**config.mk**
```make
export PLATFORM = sky130hd
export DESIGN_NAME = prio_admit_buf
export DESIGN_NICKNAME = d
export VERILOG_FILES = /design/src/rtl/pab_pkg.sv /design/src/rtl/pab_fifo.sv /design/src/rtl/pab_admit.sv /design/src/rtl/pab_arb.sv /design/src/rtl/pab_stats.sv /design/src/rtl/prio_admit_buf.sv
export SDC_FILE = /design/constraint.sdc
export NUM_CORES = 1
export LEC_CHECK = 0
export BUFFER_PORTS_ARGS = -buffer_cell sky130_fd_sc_hd__buf_2
export CORE_MARGIN = 4
export CORE_UTILIZATION = 40
export CTS_BUF_LIST = sky130_fd_sc_hd__clkbuf_4 sky130_fd_sc_hd__clkbuf_8
export CTS_CLUSTER_SIZE = 10
export DETAILED_ROUTE_END_ITERATION = 8
export PLACE_DENSITY = 0.56
export RECOVER_POWER = 100
export SYNTH_ARGS = -nofsm -noshare
export SYNTH_HDL_FRONTEND = slang
export SYNTH_SLANG_ARGS = --single-unit
```
**constraint.sdc**
```tcl
create_clock -name clk -period 9.4 [get_ports clk]
set_input_delay 0.94 -clock clk [delete_from_list [all_inputs] [get_ports clk]]
set_output_delay 0.94 -clock clk [all_outputs]
set_load 0.005 [all_outputs]
```
**src/rtl/pab_pkg.sv**
```systemverilog
package pab_pkg;
  localparam int NUM_PRIO = 4;
  localparam int PRIO_W   = 2;
  typedef logic [PRIO_W-1:0] prio_t;
endpackage

```
**src/rtl/pab_fifo.sv**
```systemverilog
module pab_fifo #(
  parameter int W     = 20,
  parameter int DEPTH = 8
) (
  input  logic         clk,
  input  logic         rst_n,
  input  logic         push,
  input  logic [W-1:0] wdata,
  input  logic         pop,
  output logic [W-1:0] rdata,
  output logic         nonempty
);
  localparam int PW = (DEPTH > 1) ? $clog2(DEPTH) : 1;
  localparam int CW = $clog2(DEPTH + 1);

  logic [W-1:0]  mem [DEPTH];
  logic [PW-1:0] wr_ptr, rd_ptr;
  logic [CW-1:0] fill;

  function automatic logic [PW-1:0] bump(input logic [PW-1:0] p);
    return (p == PW'(DEPTH - 1)) ? '0 : p + 1'b1;
  endfunction

  always_ff @(posedge clk) begin
    if (push) mem[wr_ptr] <= wdata;
  end

  always_ff @(posedge clk) begin
    if (!rst_n) begin
      wr_ptr <= '0;
      rd_ptr <= '0;
      fill   <= '0;
    end else begin
      if (push) wr_ptr <= bump(wr_ptr);
      if (pop)  rd_ptr <= bump(rd_ptr);
      fill <= fill + CW'(push) - CW'(pop);
    end
  end

  assign rdata    = mem[rd_ptr];
  assign nonempty = (fill != '0);
endmodule

```
**src/rtl/pab_admit.sv**
```systemverilog
module pab_admit #(
  parameter int DEPTH = 8,
  parameter int CNT_W = 4
) (
  input  logic [CNT_W-1:0]   occ,
  input  pab_pkg::prio_t     prio,
  input  logic [CNT_W-1:0]   thr_p0,
  input  logic [CNT_W-1:0]   thr_p1,
  input  logic [CNT_W-1:0]   thr_p2,
  output logic               admit
);
  localparam logic [CNT_W-1:0] FULL = CNT_W'(DEPTH);

  logic [CNT_W-1:0] eff [pab_pkg::NUM_PRIO];

  function automatic logic [CNT_W-1:0] cap(input logic [CNT_W-1:0] v,
                                           input logic [CNT_W-1:0] lim);
    return (v > lim) ? lim : v;
  endfunction

  // Clamp from the top down so the thresholds never decrease as priority rises.
  always_comb begin
    eff[3] = FULL;
    eff[2] = cap(thr_p2, eff[3]);
    eff[1] = cap(thr_p1, eff[2]);
    eff[0] = cap(thr_p0, eff[1]);
    admit  = (occ < eff[prio]);
  end
endmodule

```
**src/rtl/pab_arb.sv**
```systemverilog
module pab_arb (
  input  logic [pab_pkg::NUM_PRIO-1:0] nonempty,
  output logic                         any,
  output pab_pkg::prio_t               sel
);
  always_comb begin
    sel = '0;
    for (int p = 0; p < pab_pkg::NUM_PRIO; p++) begin
      if (nonempty[p]) sel = pab_pkg::prio_t'(p);
    end
    any = |nonempty;
  end
endmodule

```
**src/rtl/pab_stats.sv**
```systemverilog
module pab_stats #(
  parameter int CTR_W = 16
) (
  input  logic                              clk,
  input  logic                              rst_n,
  input  logic                              event_valid,
  input  logic                              event_accept,
  input  pab_pkg::prio_t                    event_prio,
  output logic [pab_pkg::NUM_PRIO*CTR_W-1:0] acc_count,
  output logic [pab_pkg::NUM_PRIO*CTR_W-1:0] rej_count
);
  for (genvar p = 0; p < pab_pkg::NUM_PRIO; p++) begin : g_ctr
    logic [CTR_W-1:0] acc_q, rej_q;
    logic             hit;
    assign hit = event_valid && (event_prio == pab_pkg::prio_t'(p));
    always_ff @(posedge clk) begin
      if (!rst_n) begin
        acc_q <= '0;
        rej_q <= '0;
      end else if (hit) begin
        if (event_accept) acc_q <= acc_q + 1'b1;
        else              rej_q <= rej_q + 1'b1;
      end
    end
    assign acc_count[p*CTR_W +: CTR_W] = acc_q;
    assign rej_count[p*CTR_W +: CTR_W] = rej_q;
  end
endmodule

```
**src/rtl/prio_admit_buf.sv**
```systemverilog
module prio_admit_buf #(
  parameter int DEPTH  = 8,
  parameter int TAG_W  = 4,
  parameter int DATA_W = 16,
  parameter int CTR_W  = 16,
  parameter int CNT_W  = $clog2(DEPTH + 1)
) (
  input  logic                     clk,
  input  logic                     rst_n,
  input  logic                     in_valid,
  input  logic [1:0]               in_prio,
  input  logic [TAG_W-1:0]         in_tag,
  input  logic [DATA_W-1:0]        in_data,
  input  logic [CNT_W-1:0]         thr_p0,
  input  logic [CNT_W-1:0]         thr_p1,
  input  logic [CNT_W-1:0]         thr_p2,
  output logic                     resp_valid,
  output logic                     resp_accept,
  output logic                     out_valid,
  input  logic                     out_ready,
  output logic [1:0]               out_prio,
  output logic [TAG_W-1:0]         out_tag,
  output logic [DATA_W-1:0]        out_data,
  output logic [4*CTR_W-1:0]       acc_count,
  output logic [4*CTR_W-1:0]       rej_count
);
  import pab_pkg::*;

  localparam int ENT_W = TAG_W + DATA_W;

  logic [CNT_W-1:0]    occ_q;
  logic                admit, push, pop;
  logic [NUM_PRIO-1:0] fifo_ne;
  logic [ENT_W-1:0]    head [NUM_PRIO];
  prio_t               sel;
  logic                any;
  prio_t               resp_prio_q;

  pab_admit #(.DEPTH(DEPTH), .CNT_W(CNT_W)) u_admit (
    .occ(occ_q), .prio(in_prio),
    .thr_p0(thr_p0), .thr_p1(thr_p1), .thr_p2(thr_p2),
    .admit(admit)
  );

  assign push = in_valid && admit;
  assign pop  = any && out_ready;

  for (genvar p = 0; p < NUM_PRIO; p++) begin : g_q
    pab_fifo #(.W(ENT_W), .DEPTH(DEPTH)) u_fifo (
      .clk(clk), .rst_n(rst_n),
      .push(push && (in_prio == prio_t'(p))),
      .wdata({in_tag, in_data}),
      .pop(pop && (sel == prio_t'(p))),
      .rdata(head[p]),
      .nonempty(fifo_ne[p])
    );
  end

  pab_arb u_arb (.nonempty(fifo_ne), .any(any), .sel(sel));

  assign out_valid = any;
  assign out_prio  = sel;
  assign out_tag   = head[sel][ENT_W-1:DATA_W];
  assign out_data  = head[sel][DATA_W-1:0];

  // Occupancy and response; the decision above saw occ_q before this update.
  always_ff @(posedge clk) begin
    if (!rst_n) begin
      occ_q       <= '0;
      resp_valid  <= 1'b0;
      resp_accept <= 1'b0;
      resp_prio_q <= '0;
    end else begin
      occ_q       <= occ_q + CNT_W'(push) - CNT_W'(pop);
      resp_valid  <= in_valid;
      resp_accept <= push;
      resp_prio_q <= in_prio;
    end
  end

  pab_stats #(.CTR_W(CTR_W)) u_stats (
    .clk(clk), .rst_n(rst_n),
    .event_valid(resp_valid), .event_accept(resp_accept),
    .event_prio(resp_prio_q),
    .acc_count(acc_count), .rej_count(rej_count)
  );
endmodule

```
==> flow_metrics.tcl, run 1 <==
set metrics [dict create \
    status "finished with violations" \
    violations "capacitance limit, slew limit" \
    routed_wl_um 77900 \
    die_w_um 298 \
    regToRegStartpoint "occ_q[1]$_SDFF_PN0_" \
    post_drt_wl_per_cell_um 22.4 \
    maxCapViolCount 42 \
    place.gp.congestion 0.827 \
    setup_viol 0 \
    drt_pass1_iterations 5 \
    hold_viol 0 \
    dieArea_mm2 0.0887 \
    relSlewSlack -2.23 \
    synth.yosys.seq_area_share 0.684 \
    worst_pin_slew_ps 4840 \
    cts_hold_buf 0 \
    route.detailed.drc 0 \
    drive_above_1_share 0.209 \
    max_freq_mhz 147 \
    drv_slew 1118 \
    grt_pass1_vias 19100 \
    antenna_found_initial 6 \
    leakage_nw 12.5 \
    area_growth_pct 14.3 \
    synthesis.area_mm2 0.0336 \
    final_cells 3481 \
    syn_area_per_cell_um2 16.8 \
    viasPerCell 5.28 \
    die_y_um 298 \
    switching_share 0.274 \
    final_cell_mix "640 x edfxtp_1, 180 x dfxtp_1, 162 x clkbuf_1" \
    grt_util_met1 0.232 \
    p_switching_w 0.00240 \
    async_reset_ff_frac 0 \
    dp_hpwl_um 46100 \
    fin_crit_sh 0.726 \
    grt_use_met2 0.275 \
    synth.distinct_cells 60 \
    synth_cells 2002 \
    grt_use_total 0.175 \
    start_util 0.403 \
    cts_tree "done" \
    synth_edf_count 640 \
    cts_buffer_depth 3 \
    synth_seq_cells 828 \
    cts_resized 0 \
    seqPwrFrac 0.468 \
    cp.required_ps 9730 \
    io_buffer_count 190 \
    min_path_type "in -> reg" \
    ant_nets 0 \
    worst-endpoint-arrival_ps 7150 \
    overflow 0 \
    cts-htree-levels 4 \
    grt_pass1_wl_um 117000 \
    clkLatencyLatePin_ps 780 \
    clock-skew-final_ps 31.3 \
    critPathLaunchType "input port" \
    cts-buffers-inserted 141 \
    coreArea_mm2 0.0834 \
    cts_root_buf "clkbuf_8" \
    syn_nets 2104 \
    drt-initial-drc-count 1410 \
    synth-main-ff-cell "edfxtp_1" \
    ir_worst_vdd_mv 0.133 \
    grt_max_degree 132 \
    dp_cells 3222 \
    critPathKind "in -> reg" \
    combPwrFrac 0.171 \
    dr_total_vias 18400 \
    io-pin-count 191 \
    fin_nets 2387 \
    ys_warn_count 0 \
    rows 106 \
    rsz0062_at_grt "no" \
    clkPwrFrac 0.360 \
    startpoint "thr_p2[3]" \
    cp-endpoint "g_q[3].u_fifo.mem[3][8]$_DFFE_PP_" \
    r2r_cells 7 \
    reg2reg_to "g_q[3].u_fifo.mem[3][8]$_DFFE_PP_" \
    cp_max_fo 20 \
    tns_ps 0 \
    layout_commonest_cell "edfxtp_1" \
    power_per_cell_area_mw_per_mm2 228 \
    busiest_layer "met2" \
    fin_crit_ps 6820 \
    cts_sinks 828 \
    power.internal_w 0.00636 \
    rrSetupSlack_ps 5280 \
    grtUsageMet3 0.0519 \
    crit_path_end_kind "flop" \
    clk_pin_slew_ps 50 \
    postCtsSetupRepairBufs 0 \
]
-- critical path, stage by stage --
cell      delay, ps
clkbuf_1        160
nor2b_1         270
inv_1            80
ha_1            280
nand2_1          60
o21bai_1        190
a21oi_1         330
mux2i_1         310
ha_1            310
a21oi_1         140
o221ai_1        180
a21o_1          280
a21oi_1         170
o21ai_0         120
ha_1            220
nor4b_1         330
nand2_1         110
a311oi_1        370
or2_0           440
o211ai_1        250
nor2_1         1610
-- Yosys cell counts, types with 3 or more instances --
| master | number | area share |
|---|---|---|
| o21ai_0 | 13 | 0.0019 |
| a21o_1 | 6 | 0.0013 |
| o22ai_1 | 40 | 0.0074 |
| clkbuf_1 | 63 | 0.0070 |
| fa_1 | 5 | 0.0030 |
| and3_1 | 16 | 0.0030 |
| or2_1 | 10 | 0.0019 |
| inv_1 | 49 | 0.0055 |
| and4b_1 | 4 | 0.0012 |
| nor4_1 | 12 | 0.0022 |
| ha_1 | 59 | 0.022 |
| buf_1 | 4 | 0.00045 |
| nand4_1 | 28 | 0.0052 |
| a22oi_1 | 4 | 0.00089 |
| or2_0 | 3 | 0.00056 |
| buf_2 | 21 | 0.0031 |
| and4bb_2 | 3 | 0.0011 |
| and2b_1 | 3 | 0.00067 |
| a21oi_1 | 15 | 0.0022 |
| edfxtp_1 | 640 | 0.57 |
| dfxtp_1 | 188 | 0.11 |
| xnor2_1 | 98 | 0.026 |
| buf_6 | 3 | 0.0010 |
| and2_1 | 140 | 0.026 |
| mux2i_1 | 104 | 0.031 |
| nor4b_1 | 9 | 0.0023 |
| and4_1 | 11 | 0.0029 |
| nor2b_1 | 25 | 0.0047 |
| o211ai_1 | 4 | 0.00089 |
| nor3_1 | 17 | 0.0025 |
| or2_2 | 12 | 0.0022 |
| a21boi_0 | 14 | 0.0031 |
| mux4_2 | 160 | 0.11 |
| nor2_1 | 26 | 0.0029 |
| or3_1 | 12 | 0.0022 |
| xor2_1 | 24 | 0.0063 |
| nand3_1 | 46 | 0.0069 |
| nand2_1 | 84 | 0.0094 |
-- state kept, by name (all words and copies together) (netlist names), 2 cells and up, named ones only --
name,flops
g_q.u_fifo.mem,640
g_q.u_fifo.fill,16
resp_prio_q,2
u_stats.g_ctr.acc_q,64
g_q.u_fifo.rd_ptr,12
g_q.u_fifo.wr_ptr,12
occ_q,4
u_stats.g_ctr.rej_q,64
-- stage by stage --
step | hold slack [ps] | power, W | utilization | setup WS, ps | cell area, um2
2_1_floorplan | 452 | 0.00511 | - | 2230 | 33600
5_1_grt | 349 | 0.00918 | 0.460 | 2060 | 38400
3_3_place_gp | 474 | 0.00568 | 0.432 | 2750 | 36000
3_5_place_dp | 489 | 0.00572 | 0.432 | 2520 | 36000
6_report | 403 | 0.00876 | 0.460 | 2580 | 38400
4_1_cts | 327 | 0.00893 | 0.465 | 3360 | 38800
-- metal layers --
metal / up-vias / part of all wire
li1: 8273 / -
met1: 9439 / 0.43
met2: 549 / 0.47
met3: 122 / 0.072
met4: 2 / 0.026
met5: - / 0.00017
-- final cells by class --
type | instances | area [um2]
sequential | 828 | 23000
clock buffer | 202 | 2430
timing repair buffer | 234 | 992
antenna | 3 | 7.51
clock inverter | 54 | 338
fill | 7312 | 45000
multi-input combinational | 1031 | 10100
tap | 1080 | 1350
inverter | 49 | 184
-- cell families after synthesis --
family,count (synthesis),synth area share
DFF,828,0.684
and+or+nand+nor,475,0.0820
muxes,264,0.138
buffers and inverters,143,0.0177
xor gates and xnor gates,122,0.0318
AOI/OAI and AO/OA,106,0.0211
adders and majority gates,64,0.0250
-- worst min path at each step --
stage                                                    start                                   end  slack (ps)  cells after the start
after floorplan           g_q[1].u_fifo.rd_ptr[2]$_SDFFE_PN0P_                                  flop         450                      2
after global placement    g_q[1].u_fifo.rd_ptr[2]$_SDFFE_PN0P_  g_q[1].u_fifo.rd_ptr[2]$_SDFFE_PN0P_         470                      2
after detailed placement  g_q[1].u_fifo.rd_ptr[2]$_SDFFE_PN0P_  g_q[1].u_fifo.rd_ptr[2]$_SDFFE_PN0P_         490                      2
after CTS                                             in_valid                 resp_valid$_SDFF_PN0_         330                      2
after global routing                                  in_valid                 resp_valid$_SDFF_PN0_         350                      2
final                                                 in_valid                 resp_valid$_SDFF_PN0_         400                      2
-- power by group through the flow --
| stage | sequential (W) | combinational [W] | clock (W) |
|---|---|---|---|
| finish | 0.00410 | 0.00150 | 0.00316 |
| global route | 0.00411 | 0.00163 | 0.00344 |
| CTS | 0.00410 | 0.00155 | 0.00327 |
| detailed placement | 0.00418 | 0.00155 | 0 |
| global placement | 0.00417 | 0.00151 | 0 |
| floorplan | 0.00414 | 0.000965 | 0 |
Note: power is estimated with default switching activity, not from simulation.
==> run 2: changes to the inputs <==
- PLACE_DENSITY: 0.56 -> 0.58
- clock period: 9.4 -> 5.9 ns (I/O delays scaled with it)
==> run 2 against run 1 <==
Compared with the run above:
- the flow still finishes with violations (capacitance limit, slew limit)
- combinational power up 58%
- total power increased by 62%
- critical path depth increased by 2
- core utilization grew 0.63 points
- register-to-register slack worse by 3400 ps
- final cell count increased by 0.32%
- flip-flop and latch count did not move
- first-iteration DRC count decreased by 11%
- die area stayed put
- clock-buffer cell count is 2 higher
- critical path type unchanged
- largest power group unchanged
==> flow_metrics.tcl, run 2 (synthesis gave the netlist of run 1 again) <==
set metrics [dict create \
    final_cells 3492 \
    clk_pin_slew_ps 60 \
    io-pin-count 191 \
    cp_max_fo 20 \
    relSlewSlack -1.69 \
    min_path_type "in -> reg" \
    violations "capacitance limit, slew limit" \
    cts_tree "done" \
    hold_viol 0 \
    critPathMaxStageDelay_ps 420 \
    start_util 0.403 \
    die_w_um 298 \
    drt-initial-drc-count 1260 \
    grt_max_degree 103 \
    cts-buffers-inserted 142 \
    viasPerCell 5.28 \
    tns_ps 0 \
    grt_use_total 0.181 \
    dieArea_mm2 0.0887 \
    utilization 0.466 \
    worst_pin_slew_ps 4030 \
    coreArea_mm2 0.0834 \
    post_drt_wl_per_cell_um 22.9 \
    overflow 0 \
    critPathKind "in -> reg" \
    fin_nets 2397 \
    dp_cells 3230 \
    fill_cells 7245 \
    maxCapViolCount 22 \
    ant_nets 0 \
    drv_slew 770 \
    power_per_cell_area_mw_per_mm2 365 \
    rows 106 \
    grt_pass1_vias 19600 \
    leakage_nw 12.8 \
    cp.required_ps 6300 \
    crit_buf_inv 4 \
    dp_hpwl_um 48400 \
    cts-htree-levels 4 \
    setup_viol 0 \
    die_y_um 298 \
    fin_crit_sh 0.923 \
    rsz0062_at_grt "no" \
    routed_wl_um 79800 \
    top_register "g_q.u_fifo.mem" \
    cpLargestDelayFamily "compound AO/OA/AOI/OAI gates" \
    drt_pass1_iterations 7 \
    clkLatencyLatePin_ps 770 \
    critPathLaunchType "input port" \
    setup_ws_ps 453 \
    route.detailed.drc 0 \
    fin_crit_ps 5450 \
    area_growth_pct 15.8 \
    cts_buffer_depth 3 \
    dr_total_vias 18400 \
    worst-endpoint-arrival_ps 5850 \
    max_freq_mhz 184 \
    largest_register_ffs 640 \
    io_buffer_count 190 \
    drive_above_1_share 0.237 \
    antenna_found_initial 7 \
    cts_resized 0 \
    place.gp.congestion 0.848 \
    layout_commonest_cell "edfxtp_1" \
    final_cell_mix "640 x edfxtp_1, 180 x dfxtp_1, 160 x mux4_2" \
    rrSetupSlack_ps 1880 \
    dpl_worst_slack_ps -198 \
    crit_chain "buf_2 -> nor2b_1 -> inv_1 -> ha_1 -> nor2b_1 -> o21bai_1 -> a21oi_1 -> mux2i_1 -> ha_1 -> a21oi_1 -> o221ai_1 -> a21o_1 -> a21oi_1 -> o21ai_0 -> ha_1 -> nor4b_1 -> nand2_1 -> a311oi_2 -> or2_1 -> o21ai_2 -> clkbuf_2 -> nor3_4 -> clkbuf_4" \
    largestRegisters "g_q.u_fifo.mem (640), u_stats.g_ctr.acc_q (64), u_stats.g_ctr.rej_q (64)" \
    status "finished with violations" \
    cts_sinks 828 \
    cp_slowest_cell "clkbuf_4" \
    grt_pass1_wl_um 121000 \
    hold_ws_ps 223 \
    cts_root_buf "clkbuf_8" \
    crit_path_end_kind "flop" \
    clock-skew-final_ps 29.8 \
    ir_worst_vdd_mv 0.198 \
]
run 2: layer usage:
| layer | share of wire | GRT usage | wire [um] |
|---|---|---|---|
| met1 | 0.41 | 0.231 | 32900 |
| met3 | 0.076 | 0.0560 | 6070 |
| met5 | 0.00016 | 0 | 13 |
| met2 | 0.49 | 0.299 | 39200 |
| met4 | 0.021 | 0.0539 | 1700 |
run 2: cell type report:
| type | count | area (um2) | share of cell area |
|---|---|---|---|
| sequential | 828 | 23000 | 0.591 |
| multi-input combinational | 1031 | 10300 | 0.266 |
| clock buffer | 204 | 2470 | 0.0635 |
| tap | 1080 | 1350 | 0.0347 |
| timing repair buffer | 243 | 1150 | 0.0295 |
| clock inverter | 54 | 412 | 0.0106 |
| inverter | 49 | 184 | 0.00473 |
| antenna | 3 | 7.51 | 0.000193 |
run 2: repair_timing:
action | in CTS | in global routing
buffers inserted | 0 | 0
setup endpoints to repair | 0 | 0
hold buffers | 1 | 0
endpoints found under the hold margin | 1 | 0
run 2: path summary, 6_finish.rpt:
path / startpoint / endpoint / cells past startpoint
max: thr_p2[3] / g_q[0].u_fifo.mem[5][3]$_DFFE_PP_ / 23
min: in_prio[0] / resp_prio_q[0]$_SDFF_PN0_ / 2
min reg2reg: u_stats.g_ctr[3].acc_q[15]$_SDFFE_PN0P_ / u_stats.g_ctr[3].acc_q[15]$_SDFFE_PN0P_ / 2
max reg2reg: g_q[3].u_fifo.fill[2]$_SDFF_PN0_ / g_q[2].u_fifo.fill[2]$_SDFF_PN0_ / 12
run 2: where the power goes:
| part | switching [W] | total (W) | leakage, nW | internal [W] |
|---|---|---|---|---|
| logic | 0.00137 | 0.00237 | 3.99 | 0.000999 |
| registers | 0.000189 | 0.00662 | 7.29 | 0.00643 |
| clock network | 0.00229 | 0.00522 | 1.53 | 0.00293 |
| total | 0.00385 | 0.0142 | 12.8 | 0.0104 |
run 2: stage by stage:
| stage | power (W) | cell area (um2) |
|---|---|---|
| after floorplan | 0.00814 | 33700 |
| after global placement | 0.00911 | 36300 |
| after detailed placement | 0.00917 | 36300 |
| after CTS | 0.0144 | 39200 |
| after global routing | 0.0149 | 38900 |
| final | 0.0142 | 38900 |
==> run 3: changes to the inputs <==
- CTS_BUF_LIST: sky130_fd_sc_hd__clkbuf_4 sky130_fd_sc_hd__clkbuf_8 -> default
==> run 3 against run 2 <==
Compared with the run above:
- the flow still finishes with violations (capacitance limit, slew limit)
- design area down 0.54%
- first-iteration DRC count up 5.0%
- setup slack worse by 18 ps
- combinational power about the same
- total power up 0.74%
- largest cell class unchanged
- wire length down 1.0%
- clock skew down 13 ps
- core utilization down 0.25 points
- via count down 1.2%
- sequential share of layout area up 0.32 points
==> flow_metrics.tcl, run 3 (synthesis gave the netlist of run 1 again) <==
set metrics [dict create \
    critPathKind "in -> reg" \
    maxCapViolCount 22 \
    crit_path_end_kind "flop" \
    overflow 0 \
    place.gp.congestion 0.848 \
    grt_pass1_wl_um 120000 \
    layout_commonest_cell "edfxtp_1" \
    worst_pin_slew_ps 4090 \
    cts_root_buf "clkbuf_16" \
    critPathLaunchType "input port" \
    clk_pin_slew_ps 50 \
    power_per_cell_area_mw_per_mm2 370 \
    hold_viol 0 \
    route.detailed.drc 0 \
    fin_crit_sh 0.926 \
    relSlewSlack -1.73 \
    cts_sinks 828 \
    routed_wl_um 79000 \
    dr_total_vias 18200 \
    die_y_um 298 \
    final_cell_mix "640 x edfxtp_1, 180 x dfxtp_1, 170 x clkbuf_1" \
    top_register "g_q.u_fifo.mem" \
    drt_pass1_iterations 5 \
    ant_nets 0 \
    rrSetupSlack_ps 1900 \
    die_w_um 298 \
    clock-skew-final_ps 17.2 \
    io_buffer_count 190 \
    rows 106 \
    cts-buffers-inserted 96 \
    io-pin-count 191 \
    coreArea_mm2 0.0834 \
    fin_crit_ps 5470 \
    area_growth_pct 15.2 \
    dieArea_mm2 0.0887 \
    cts-htree-levels 3 \
    post_drt_wl_per_cell_um 23.3 \
    cts_tree "done" \
    critPathMaxStageDelay_ps 590 \
    fin_nets 2350 \
    largestRegisters "g_q.u_fifo.mem (640), u_stats.g_ctr.acc_q (64), u_stats.g_ctr.rej_q (64)" \
    leakage_nw 12.6 \
    tns_ps 0 \
    crit_chain "buf_2 -> nor2b_1 -> inv_1 -> ha_1 -> nor2b_1 -> o21bai_1 -> a21oi_1 -> mux2i_1 -> ha_1 -> a21oi_1 -> o221ai_1 -> a21o_1 -> a21oi_1 -> o21ai_0 -> ha_1 -> nor4b_1 -> nand2_1 -> or2_2 -> a211oi_2 -> o21ai_2 -> buf_4 -> nor3_4 -> clkbuf_2" \
    dp_hpwl_um 48400 \
    cp.required_ps 6150 \
    largest_register_ffs 640 \
    rsz0062_at_grt "no" \
    grt_use_total 0.178 \
    drive_above_1_share 0.194 \
    ir_worst_vdd_mv 0.219 \
    violations "capacitance limit, slew limit" \
    viasPerCell 5.38 \
    max_freq_mhz 183 \
    cp_slowest_cell "clkbuf_2" \
    min_path_type "in -> reg" \
    postCtsSetupRepairBufs 0 \
    cp_max_fo 20 \
    grt_max_degree 103 \
    cts_buffer_depth 3 \
    start_util 0.403 \
    drt-initial-drc-count 1323 \
    grt_pass1_vias 19100 \
    hold_ws_ps 197 \
    setup_viol 0 \
    clkLatencyLatePin_ps 630 \
    antenna_found_initial 7 \
    status "finished with violations" \
    worst-endpoint-arrival_ps 5720 \
    drv_slew 764 \
]
-- run 3: cell count changes in the layout (fill, tap and decap cells not counted), sizes merged --
cell         change
clkbuf          -60
clkinv          -31
inv              -5
bufinv           -4
clkinvlp         -3
buf              +1
diode            -1
dlygate4sd3      -1
-- run 3: layout make-up --
type / count / area (um2)
clock inverter: 11 / 138
clock buffer: 145 / 2660
fill: 7229 / 44700
tap: 1080 / 1350
multi-input combinational: 1031 / 10300
inverter: 49 / 184
sequential: 828 / 23000
timing repair buffer: 242 / 1110
antenna: 2 / 5.00
-- run 3: final timing paths --
kind                                                               from                                       to  cells past startpoint
worst max-delay path                                          thr_p2[3]       g_q[0].u_fifo.mem[5][14]$_DFFE_PP_                     23
worst min-delay path                                           in_valid                    resp_valid$_SDFF_PN0_                      2
worst max register to register         g_q[3].u_fifo.fill[2]$_SDFF_PN0_         g_q[2].u_fifo.fill[2]$_SDFF_PN0_                     12
worst min register to register  u_stats.g_ctr[3].acc_q[15]$_SDFFE_PN0P_  u_stats.g_ctr[3].acc_q[15]$_SDFFE_PN0P_                      2
-- run 3: where the power goes --
group	total (W)	internal [W]	switching, W
clock	0.00534	0.00313	0.00221
combinational	0.00236	0.00100	0.00136
sequential	0.00662	0.00643	0.000186
total	0.0143	0.0106	0.00375
-- run 3: routing by layer --
| metal | share of wire | global-route usage | vias up |
|---|---|---|---|
| met5 | 0.00028 | 0 | - |
| met4 | 0.023 | 0.0452 | 4 |
| met3 | 0.069 | 0.0484 | 119 |
| met2 | 0.49 | 0.298 | 496 |
| met1 | 0.42 | 0.232 | 9412 |
| li1 | - | - | 8180 |
-- run 3: repair_timing --
action / CTS / global route
hold buffers: 0 / 0
setup endpoints to repair: 0 / 1
resized for setup: 0 / 1
-- run 3: critical path: cells and delay by family --
| kind | cells | cell delay (ps) |
|---|---|---|
| compound gates | 9 | 1700 |
| simple gates | 6 | 1180 |
| buf+inv | 4 | 1030 |
| fa+ha+maj | 3 | 830 |
| mux | 1 | 350 |
-- run 3: through the flow --
stage / cells / power, W / utilization / setup WS, ps / cell area (um2)
finish: 3388 / 0.0143 / 0.464 / 435 / 38700
global route: 3386 / 0.0150 / 0.464 / 58.2 / 38700
CTS: 3386 / 0.0145 / 0.468 / 491 / 39100
detailed placement: 3230 / 0.00917 / 0.435 / -198 / 36300
global placement: 3230 / 0.00911 / 0.435 / 63.3 / 36300
floorplan: 2002 / 0.00814 / - / -825 / 33700
